[config.mk]
export PLATFORM = sky130hd
export DESIGN_NAME = bp_tx_framer
export DESIGN_NICKNAME = d
export VERILOG_FILES = /design/src/rtl/bp_tx_pkg.sv /design/src/rtl/bp_tx_notice.sv /design/src/rtl/bp_tx_compose.sv /design/src/rtl/bp_tx_rden.sv /design/src/rtl/bp_tx_framer.sv
export SDC_FILE = /design/constraint.sdc
export NUM_CORES = 1
export LEC_CHECK = 0
export CORE_UTILIZATION = 50
export DETAILED_ROUTE_END_ITERATION = 10
export DONT_BUFFER_PORTS = 1
export SLEW_MARGIN = 20
export SYNTH_ARGS = -nofsm -noshare
export SYNTH_HDL_FRONTEND = slang
export SYNTH_SLANG_ARGS = --single-unit
[constraint.sdc]
create_clock -name clk -period 1.5 [get_ports clk]
set_clock_uncertainty 0.05 [all_clocks]
set_input_delay 0.225 -clock clk [delete_from_list [all_inputs] [get_ports clk]]
set_output_delay 0.225 -clock clk [all_outputs]
set_load 0.02 [all_outputs]
[src/rtl/bp_tx_pkg.sv]
package bp_tx_pkg;
  localparam int PAY_W  = 32;
  localparam int OH_W   = 2;
  localparam int WORD_W = PAY_W + OH_W;

  typedef enum logic [OH_W-1:0] {
    KIND_NONE = 2'b00,
    KIND_DATA = 2'b01,
    KIND_CTRL = 2'b10,
    KIND_FLOW = 2'b11
  } kind_e;

  localparam logic [WORD_W-1:0] IDLE_WORD = '0;
endpackage

[src/rtl/bp_tx_notice.sv]
// Tracks the ready state last advertised to the far end.
module bp_tx_notice (
  input  logic clk,
  input  logic rst,
  input  logic local_ready,
  input  logic served,
  output logic pending,
  output logic pause_bit
);
  logic adv_ready_q;

  always_ff @(posedge clk) begin
    if (rst)         adv_ready_q <= 1'b1;
    else if (served) adv_ready_q <= local_ready;
  end

  always_comb begin
    pending   = (local_ready != adv_ready_q);
    pause_bit = ~local_ready;
  end

  // After serving, the advertised state matches the level that was served.
  assert_served_R6: assert property (@(posedge clk) disable iff (rst)
    served |=> (adv_ready_q == $past(local_ready)));
endmodule

[src/rtl/bp_tx_compose.sv]
// Builds and registers the outgoing line word.
module bp_tx_compose
  import bp_tx_pkg::*;
#(
  parameter int P_W = PAY_W,
  parameter int O_W = OH_W,
  localparam int W_W = P_W + O_W
) (
  input  logic           clk,
  input  logic           rst,
  input  logic [P_W-1:0] payload,
  input  logic [O_W-1:0] kind,
  input  logic           valid,
  input  logic           raw,
  input  logic           notice_go,
  input  logic           pause_bit,
  output logic [W_W-1:0] word_q
);
  logic [W_W-1:0] word_d;
  logic [P_W-1:0] notice_pay;

  always_comb begin
    notice_pay    = '0;
    notice_pay[0] = pause_bit;
    if (valid && raw)
      word_d = {kind, payload};
    else if (valid && (kind != O_W'(KIND_NONE)))
      word_d = {kind, payload};
    else if (notice_go)
      word_d = {O_W'(KIND_FLOW), notice_pay};
    else
      word_d = '0;
  end

  always_ff @(posedge clk) begin
    if (rst) word_q <= '0;
    else     word_q <= word_d;
  end

  assert_raw_R5: assert property (@(posedge clk) disable iff (rst)
    (valid && raw) |=> (word_q == {$past(kind), $past(payload)}));
  assert_framed_R2: assert property (@(posedge clk) disable iff (rst)
    (valid && !raw && kind != '0) |=> (word_q[W_W-1 -: O_W] == $past(kind)));
  assert_idle_R3: assert property (@(posedge clk) disable iff (rst)
    (!valid && !notice_go) |=> (word_q == '0));
  assert_notice_R6: assert property (@(posedge clk) disable iff (rst)
    notice_go |=> (word_q[W_W-1 -: O_W] == '1));
endmodule

[src/rtl/bp_tx_rden.sv]
// Registered read-enable toward the upstream FIFO.
module bp_tx_rden (
  input  logic clk,
  input  logic rst,
  input  logic far_pause,
  input  logic open_slot,
  output logic rd_en_q
);
  always_ff @(posedge clk) begin
    if (rst) rd_en_q <= 1'b0;
    else     rd_en_q <= ~far_pause & ~open_slot;
  end

  assert_pause_R8: assert property (@(posedge clk) disable iff (rst)
    far_pause |=> !rd_en_q);
  assert_slot_R7: assert property (@(posedge clk) disable iff (rst)
    open_slot |=> !rd_en_q);
endmodule

[src/rtl/bp_tx_framer.sv]
module bp_tx_framer
  import bp_tx_pkg::*;
#(
  parameter int P_W = PAY_W,
  parameter int O_W = OH_W,
  localparam int W_W = P_W + O_W
) (
  input  logic           clk,
  input  logic           rst,
  input  logic [P_W-1:0] tx_payload,
  input  logic [O_W-1:0] tx_kind,
  input  logic           tx_valid,
  input  logic           raw_mode,
  input  logic           local_ready,
  input  logic           far_pause,
  output logic [W_W-1:0] line_word,
  output logic           fifo_rd_en
);
  logic pending, pause_bit, notice_go, open_slot;

  // A notice uses only a free slot and only in framed mode.
  assign notice_go = pending & ~raw_mode & ~tx_valid;
  // Data holds the slot while a notice waits: ask upstream for a gap.
  assign open_slot = pending & ~raw_mode & tx_valid;

  bp_tx_notice u_notice (
    .clk(clk), .rst(rst), .local_ready(local_ready),
    .served(notice_go), .pending(pending), .pause_bit(pause_bit)
  );

  bp_tx_compose #(.P_W(P_W), .O_W(O_W)) u_compose (
    .clk(clk), .rst(rst), .payload(tx_payload), .kind(tx_kind),
    .valid(tx_valid), .raw(raw_mode), .notice_go(notice_go),
    .pause_bit(pause_bit), .word_q(line_word)
  );

  bp_tx_rden u_rden (
    .clk(clk), .rst(rst), .far_pause(far_pause),
    .open_slot(open_slot), .rd_en_q(fifo_rd_en)
  );

  assert_reset_R1: assert property (@(posedge clk)
    rst |=> (line_word == '0 && !fifo_rd_en));
  assert_rawquiet_R9: assert property (@(posedge clk) disable iff (rst)
    (raw_mode && !far_pause) |=> fifo_rd_en);
endmodule

==> results of run 1 <==
[stage by stage]
| step | cell area (sq um) | util |
|---|---|---|
| 2_1_floorplan | 1050 | - |
| 3_3_place_gp | 1050 | 0.537 |
| 3_5_place_dp | 1050 | 0.537 |
| 4_1_cts | 1520 | 0.772 |
| 5_1_grt | 1520 | 0.773 |
| 6_report | 1520 | 0.773 |
[layout make-up]
cell class              count  area, sq um  share of cell area
multi-input cells          46          295               0.195
well taps                  27         33.8              0.0223
inverters                   1         3.75             0.00248
clock inverters             2         10.0             0.00660
flip-flops and latches     36          722               0.476
clock buffers               6         51.3              0.0338
repair buffers             40          400               0.264
[per-layer routing]
layer,part of all wire,routed length (um),vias up,track usage
met5,0,0,-,0
li1,-,-,357,-
met1,0.36,717,317,0.176
met2,0.52,1050,45,0.354
met3,0.11,216,5,0.106
met4,0.016,32,0,0.117
[state kept, by name, summed over array words and instances (netlist names)]
name                  cells
u_compose.word_q         34
u_rden.rd_en_q            1
u_notice.adv_ready_q      1
[power groups by stage]
stage | Sequential [mW] | Clock, mW | Combinational (mW)
global route | 1.07 | 0.575 | 0.149
floorplan | 1.08 | 0 | 0.0528
CTS | 1.07 | 0.527 | 0.133
detailed placement | 1.09 | 0 | 0.0515
global placement | 1.09 | 0 | 0.0486
finish | 1.07 | 0.516 | 0.134
[worst max-delay path, delay by kind of cell, from the launching register on]
kind / cells / cell delay (ps)
AO/OA/AOI/OAI: 1 / 260
XOR/XNOR: 1 / 160
flip-flops: 1 / 340
buffers and inverters: 1 / 570
[timing repair]
item / 4_1_cts / 5_1_grt
hold buffers: 40 / 0
endpoints found under the hold margin: 36 / 0
endpoints found under the setup margin: 0 / 1
gates resized for setup: 0 / 1
[kinds of logic after synthesis]
family          after synthesis  share of synthesized area
simple gates                 40                      0.240
flops                        36                      0.684
compound gates                5                     0.0321
buf+inv                       4                     0.0356
xor+xnor                      1                    0.00832
[worst min path at each step]
stage	from	end	slack [ps]	cells after the start
final	tx_valid	u_compose.word_q[32]	80	3
after global routing	rst	u_compose.word_q[0]	90	2
after CTS	tx_valid	u_compose.word_q[32]	60	3
after detailed placement	rst	u_compose.word_q[33]	250	1
after global placement	rst	u_compose.word_q[33]	250	1
after floorplan	rst	u_compose.word_q[32]	240	1
[cell usage in the layout, fill, tap and decap left out]
| master | instances |
|---|---|
| a32o_1 | 1 |
| clkbuf_8 | 1 |
| a21oi_1 | 2 |
| nand2_1 | 4 |
| nor3_2 | 1 |
| inv_1 | 1 |
| xor2_1 | 1 |
| nor2_1 | 2 |
| dfxtp_1 | 35 |
| and2_1 | 31 |
| a311oi_1 | 1 |
| nor3b_4 | 1 |
| dlygate4sd3_1 | 40 |
| dfxtp_2 | 1 |
| nand3b_1 | 1 |
| o21ai_0 | 1 |
| clkbuf_4 | 5 |
| clkinv_2 | 2 |
==> impl_metrics.yaml, run 1 <==
status:
  status: "finished clean"
logic_synthesis:
  synth_flop_cell: "dfxtp_1"
  synth_top_area_cell: "dfxtp_1"
  synth-seq-cells: 36
  synthTopCellsByArea: "dfxtp_1, and2_1, buf_6"
  yosysMostFrequentCell: "dfxtp_1"
  seq_area_frac_synth: 0.684
  syn_inst: 86
  synth_top_cell_area_share: 0.684
  async_reset_ff_frac: 0
  ys_types: 14
  synthesis.nets: 126
  synth_edf_count: 0
  synthesis.area_sq_um: 1050
  yosysWarnings: 0
  avgSynthCellArea_sq_um: 12.3
  synth_commonest_cells: "dfxtp_1, and2_1, nand2_1, buf_6"
worst_setup_path:
  worst_r2r_path_depth: 3
  crit_path_max_incr_delay_ps: 570
  crit_slowest_cell: "dlygate4sd3_1"
  r2r_slack_ps: 70
  cp_cell_sequence: "xor2_1, a311oi_1, dlygate4sd3_1"
  endpoint: "u_rden.rd_en_q"
  cp.arrival_ps: 1660
  crit_type: "flip-flop to flip-flop"
  reg2reg_to: "u_rden.rd_en_q"
  timing.rr.start: "u_notice.adv_ready_q"
  critPathRequiredTime_ps: 1730
  cp-end-kind: "flip-flop"
  start_kind: "flip-flop"
  path_max_fanout: 3
  startpoint: "u_notice.adv_ready_q"
power_and_ir_drop:
  p_sw_frac: 0.232
  power_frac_comb: 0.078
  clkPwrFrac: 0.301
  p_leak_nw: 0.624
  power_density_nw_per_um2: 1130
  p_switching_mw: 0.398
  p_seq_frac: 0.621
  internal-power_mw: 1.32
  power_mw: 1.72
  vdd_ir_drop_max_uv: 883
sta:
  worstMarginPinSlew_ps: 846
  whs_ps: 81.3
  hold_viol_final: 0
  min_period_ps: 1430
  tns_ps: 0
  fin_ws_ps: 69.9
  slew_viol_final: 0
  max_freq_ghz: 0.699
  rsz0062_at_grt: "false"
  maxSlewHeadroom: 0.435
  min_period_over_period: 0.953
  setup_violations: 0
floorplan:
  dieArea_sq_um: 2290
  die_x_um: 47.9
  io_pins: 75
  die_height_um: 47.9
  core_sq_um: 1960
  start_util: 0.537
  rows: 16
clock_network:
  clock_latency_ps: 320
  clk_pin_slew_ps: 100
  cts_buffer_depth: 2
  cts_buffers: 5
  cts_sinks: 36
  root_buffer: "clkbuf_4"
  post-cts-setup-buffers: 0
  cts_tree: "done"
  htreeDepth: 2
global_route:
  grt_pass1_wl_um: 2880
  antenna_found_initial: 0
  grt_max_degree: 33
  grt_use_total: 0.199
  first_global_vias: 677
  grt_overflow: 0
layout:
  nFillCells: 135
  layout-drive-gt1-share: 0.0840
  n_antenna_cell: 0
  area_delta_synth_final_pct: 43.9
  fin_cells: 158
  finish.net_count: 170
detailed_routing:
  post_drt_wl_per_cell_um: 12.8
  ant_nets: 0
  drc: 0
  drt_iter0_drc: 6
  avgViaCountPerCell: 4.58
  dr.pass1.iters: 4
  routed_wl_um: 2020
  vias: 724
placement:
  dp_hpwl_um: 1140
  portBuffers: 0
  place_ws_ps: 150
  placedCellCount: 110
  gp_congestion: 0.610
flow_run:
  max_cap_violations: 0
worst_hold_path:
  min_path_type: "primary input to flip-flop"
Power figures use the tool's default switching activity.
==> run 2: changes to the inputs <==
--- a/config.mk
+++ b/config.mk
@@ -5,6 +5,7 @@
 export SDC_FILE = /design/constraint.sdc
 export NUM_CORES = 1
 export LEC_CHECK = 0
+export CORE_ASPECT_RATIO = 1.1
 export CORE_UTILIZATION = 50
 export DETAILED_ROUTE_END_ITERATION = 10
 export DONT_BUFFER_PORTS = 1
==> run 2 against run 1 <==
  * Register-to-register slack hardly changed
  * Critical path depth up 1
  * Sequential power is essentially flat
  * Power decreased by 0.24%
  * Non-clock buffer count unchanged
  * Final cell count increased by 0.63%
  * Design area up 0.66%
  * Wire length is 4.4% higher
  * First-iteration DRC count fell by 67%
  * Critical path type unchanged
  * Largest cell class unchanged
  * Largest power group unchanged
==> impl_metrics.yaml, run 2 (synthesis gave the netlist of run 1 again) <==
layout:
  regArea_sq_um: 722
  area_delta_synth_final_pct: 44.9
  finish.net_count: 170
  fin_cells: 159
  nFillCells: 151
  largest_reg_flops: 34
  final_common_cell: "dlygate4sd3_1"
  layout-drive-gt1-share: 0.0840
  final_cell_mix: "dlygate4sd3_1, dfxtp_1, and2_1"
  top_regs: "u_compose.word_q (34), u_notice.adv_ready_q (1), u_rden.rd_en_q (1)"
  n_antenna_cell: 0
  multi_input_area_sq_um: 307
  top_register: "u_compose.word_q"
clock_network:
  cts_buffers: 5
  cts_buffer_depth: 2
  htreeDepth: 2
  cts_sinks: 36
  clk_pin_slew_ps: 100
  cts_tree: "done"
  root_buffer: "clkbuf_4"
  clock_latency_ps: 320
worst_hold_path:
  hold_depth: 3
  min_path_type: "primary input to flip-flop"
  min_to: "u_compose.word_q[33]"
  hold_start: "tx_valid"
detailed_routing:
  dr.pass1.iters: 2
  post_drt_wl_per_cell_um: 13.2
  drt_iter0_drc: 2
  avgViaCountPerCell: 4.60
  routed_wl_um: 2100
  vias: 731
  ant_nets: 0
  drc: 0
placement:
  gp_congestion: 0.670
  place_ws_ps: 140
  portBuffers: 0
  placedCellCount: 111
  dp_hpwl_um: 1130
power_and_ir_drop:
  power_frac_comb: 0.080
  p_sw_frac: 0.224
  power_density_nw_per_um2: 1120
  clkPwrFrac: 0.297
  power_mw: 1.71
  p_seq_frac: 0.623
  internal-power_mw: 1.33
  vdd_ir_drop_max_uv: 858
  p_leak_nw: 0.621
  p_switching_mw: 0.384
sta:
  slew_viol_final: 0
  min_period_ps: 1430
  fin_ws_ps: 72.9
  min_period_over_period: 0.951
  hold_viol_final: 0
  setup_violations: 0
  max_freq_ghz: 0.701
  worstMarginPinSlew_ps: 863
  maxSlewHeadroom: 0.424
global_route:
  grt_max_degree: 33
  grt_pass1_wl_um: 3000
  antenna_found_initial: 0
  grt_overflow: 0
  grt_use_total: 0.204
  first_global_vias: 693
flow_run:
  max_cap_violations: 0
floorplan:
  rows: 17
  io_pins: 75
  die_height_um: 50.1
  start_util: 0.527
  dieArea_sq_um: 2290
  die_x_um: 45.8
  core_sq_um: 2000
worst_setup_path:
  path_max_fanout: 3
  crit_type: "flip-flop to flip-flop"
  r2r_slack_ps: 70
  reg2reg_to: "u_compose.word_q[32]"
  cp.arrival_ps: 1650
  critPathRequiredTime_ps: 1720
  cp-end-kind: "flip-flop"
  worst_r2r_path_depth: 4
  timing.rr.start: "u_notice.adv_ready_q"
  start_kind: "flip-flop"
status:
  status: "finished clean"
[run 2: changes by cell type in the layout (fill, tap and decap cells not counted)]
| cell | delta |
|---|---|
| clkbuf_1 | +2 |
| clkinv_2 | -2 |
| a21oi_1 | -1 |
| a21oi_2 | +1 |
| xor2_1 | -1 |
| xor2_2 | +1 |
[run 2: worst max path at each step]
stage | end | startpoint
floorplan | u_compose.word_q[10] | tx_kind[1]
global placement | u_compose.word_q[0] | tx_kind[0]
detailed placement | u_compose.word_q[16] | tx_kind[0]
CTS | u_compose.word_q[32] | u_notice.adv_ready_q
global route | u_compose.word_q[32] | u_notice.adv_ready_q
finish | u_compose.word_q[32] | u_notice.adv_ready_q
[run 2: critical path, cell delays in order, from the launching register on]
cell and delay [ps]:
dfxtp_2 370, xor2_2 170, nand2_1 100, a21oi_2 140, dlygate4sd3_1 550
[run 2: what timing repair did]
| item | CTS | global route |
|---|---|---|
| setup buffers | 0 | 0 |
| endpoints found under the hold margin | 36 | 0 |
| endpoints found under the setup margin | 0 | 1 |
| hold buffers | 40 | 0 |
| gates resized for setup | 0 | 3 |
[run 2: power by group through the flow]
stage | combinational (mW) | clock, mW | sequential [mW]
2_1_floorplan | 0.0528 | 0 | 1.08
3_3_place_gp | 0.0491 | 0 | 1.09
3_5_place_dp | 0.0513 | 0 | 1.09
4_1_cts | 0.133 | 0.523 | 1.07
5_1_grt | 0.149 | 0.593 | 1.07
6_report | 0.138 | 0.508 | 1.07
[run 2: cell type report]
type / count / share of cell area
Timing Repair Buffer: 40 / 0.262
Clock buffer: 8 / 0.0385
Sequential cell: 36 / 0.473
Tap cell: 28 / 0.0230
Inverter: 1 / 0.00246
Multi-Input combinational cell: 46 / 0.201
[run 2: stage by stage]
stage | TNS (ps) | utilization | hold WS, ps | area, sq um
2_1_floorplan | 0 | - | 244 | 1050
3_3_place_gp | 0 | 0.528 | 248 | 1050
3_5_place_dp | 0 | 0.528 | 249 | 1050
4_1_cts | 0 | 0.757 | 53.1 | 1510
5_1_grt | -11.9 | 0.763 | 66.8 | 1530
6_report | 0 | 0.763 | 107 | 1530
[run 2: layer usage]
layer / up-vias / track usage / part of all wire
li1: 352 / - / -
met1: 334 / 0.167 / 0.33
met2: 43 / 0.350 / 0.57
met3: 2 / 0.140 / 0.083
met4: 0 / 0.103 / 0.0081
met5: - / 0 / 0
==> run 3: changes to the inputs <==
--- a/config.mk
+++ b/config.mk
@@ -5,10 +5,13 @@
 export SDC_FILE = /design/constraint.sdc
 export NUM_CORES = 1
 export LEC_CHECK = 0
+export CELL_PAD_IN_SITES_DETAIL_PLACEMENT = 1
+export CELL_PAD_IN_SITES_GLOBAL_PLACEMENT = 2
 export CORE_ASPECT_RATIO = 1.1
-export CORE_UTILIZATION = 50
+export CORE_UTILIZATION = 35
 export DETAILED_ROUTE_END_ITERATION = 10
 export DONT_BUFFER_PORTS = 1
+export PLACE_DENSITY_LB_ADDON = 0.1
 export SLEW_MARGIN = 20
 export SYNTH_ARGS = -nofsm -noshare
 export SYNTH_HDL_FRONTEND = slang
==> run 3 against run 2 <==
  * Worst hold slack worse by 27 ps
  * Power is 0.75% higher
  * Combinational power hardly changed
  * Design area is 1.1% higher
  * Highest routed layer unchanged
  * Wire length is 8.7% higher
  * Final cell count is 4.4% higher
  * Clock power is 2% higher
  * Critical path depth is 1 lower
  * Die area is 41% higher
  * Largest cell class unchanged
  * Sequential cell count stayed put
  * Setup slack better by 4.0 ps
==> impl_metrics.yaml, run 3 (synthesis gave the netlist of run 1 again) <==
power_and_ir_drop:
  power_mw: 1.72
  p_sw_frac: 0.228
  internal-power_mw: 1.33
  p_leak_nw: 0.631
  power_density_nw_per_um2: 1120
  power_frac_comb: 0.081
  p_seq_frac: 0.617
  p_switching_mw: 0.394
  clkPwrFrac: 0.301
  vdd_ir_drop_max_uv: 769
layout:
  final_common_cell: "dlygate4sd3_1"
  n_antenna_cell: 0
  fin_util: 0.551
  finish.net_count: 172
  final_cell_mix: "dlygate4sd3_1, dfxtp_1, and2_1"
  nFillCells: 311
  top_regs: "u_compose.word_q (34), u_notice.adv_ready_q (1), u_rden.rd_en_q (1)"
  layout-drive-gt1-share: 0.0902
  top_register: "u_compose.word_q"
  largest_reg_flops: 34
  area_delta_synth_final_pct: 46.6
placement:
  gp_congestion: 0.560
  portBuffers: 0
  dp_hpwl_um: 1340
worst_setup_path:
  worst_r2r_path_depth: 3
  cp.arrival_ps: 1650
  timing.rr.start: "u_notice.adv_ready_q"
  start_kind: "flip-flop"
  startpoint: "u_notice.adv_ready_q"
  endpoint: "u_rden.rd_en_q"
  critPathRequiredTime_ps: 1720
  reg2reg_to: "u_rden.rd_en_q"
  crit_type: "flip-flop to flip-flop"
  cp-end-kind: "flip-flop"
  path_max_fanout: 3
  r2r_slack_ps: 80
sta:
  worstMarginPinSlew_ps: 214
  min_period_over_period: 0.949
  hold_viol_final: 0
  tns_ps: 0
  setup_violations: 0
  maxSlewHeadroom: 0.857
  rsz0062_at_grt: "false"
  slew_viol_final: 0
  min_period_ps: 1420
  max_freq_ghz: 0.703
detailed_routing:
  post_drt_wl_per_cell_um: 13.8
  ant_nets: 0
  dr.pass1.iters: 3
  drt_iter0_drc: 3
  drc: 0
  routed_wl_um: 2290
  vias: 761
  avgViaCountPerCell: 4.58
clock_network:
  post-cts-setup-buffers: 0
  cts_buffers: 5
  cts_sinks: 36
  cts_buffer_depth: 2
  htreeDepth: 2
  clock_latency_ps: 320
  root_buffer: "clkbuf_4"
  cts_tree: "done"
  clk_pin_slew_ps: 100
floorplan:
  die_x_um: 54.3
  dieArea_sq_um: 3230
  core_sq_um: 2800
  start_util: 0.376
  rows: 20
  die_height_um: 59.5
  io_pins: 75
global_route:
  grt_use_total: 0.157
  grt_overflow: 0
  first_global_vias: 744
  grt_max_degree: 20
  antenna_found_initial: 0
  grt_pass1_wl_um: 3380
status:
  status: "finished clean"
flow_run:
  max_cap_violations: 0
worst_hold_path:
  min_path_type: "primary input to flip-flop"
-- run 3: changes by cell type in the layout (fill, tap and decap cells not counted) --
| cell | previous run | this run |
|---|---|---|
| a21oi_1 | 1 | 2 |
| a21oi_2 | 1 | 0 |
| buf_4 | 0 | 2 |
-- run 3: repair_timing --
item | in CTS | in global routing
setup endpoints to repair | 0 | 2
hold buffers | 40 | 0
gates resized for setup | 0 | 2
endpoints found under the hold margin | 36 | 0
-- run 3: cell type report --
class,count,area [sq um],share of cell area
inverter,1,3.75,0.00243
multi-input combinational,46,303,0.196
clock buffer,8,58.8,0.0381
sequential,36,722,0.468
tap,33,41.3,0.0267
timing repair buffer,42,415,0.269
-- run 3: how the worst min path moves through the flow --
| stage | from | endpoint | slack, ps | depth (start not counted) |
|---|---|---|---|---|
| 3_3_place_gp | rst | u_compose.word_q[33] | 250 | 1 |
| 3_5_place_dp | far_pause | u_rden.rd_en_q | 250 | 1 |
| 5_1_grt | tx_valid | u_compose.word_q[32] | 90 | 3 |
| 2_1_floorplan | rst | u_compose.word_q[32] | 240 | 1 |
| 6_report | tx_valid | u_compose.word_q[32] | 80 | 3 |
| 4_1_cts | tx_valid | u_compose.word_q[32] | 60 | 3 |
-- run 3: power groups by stage --
stage | sequential [mW] | combinational (mW) | clock [mW]
2_1_floorplan | 1.08 | 0.0528 | 0
3_3_place_gp | 1.09 | 0.0541 | 0
3_5_place_dp | 1.09 | 0.0573 | 0
4_1_cts | 1.06 | 0.140 | 0.544
5_1_grt | 1.07 | 0.155 | 0.583
6_report | 1.06 | 0.140 | 0.519
-- run 3: critical path, cell delays in order, from the launching register on --
cell,delay (ps)
dfxtp_2,350
xor2_2,150
a311oi_1,250
dlygate4sd3_1,580
-- run 3: through the flow --
step	hold WS, ps	worst slack (ps)	instance area, sq um	instances
after detailed placement	251	408	1080	118
after global routing	92.1	0.135	1540	166
final	79.5	76.9	1540	166
after floorplan	244	544	1050	86
after CTS	62.1	28.8	1540	166
after global placement	248	411	1080	118
-- run 3: layer usage --
metal,global-route usage,part of all wire
met4,0.0769,0.020
met2,0.265,0.54
met3,0.0769,0.094
met5,0,0
met1,0.156,0.34
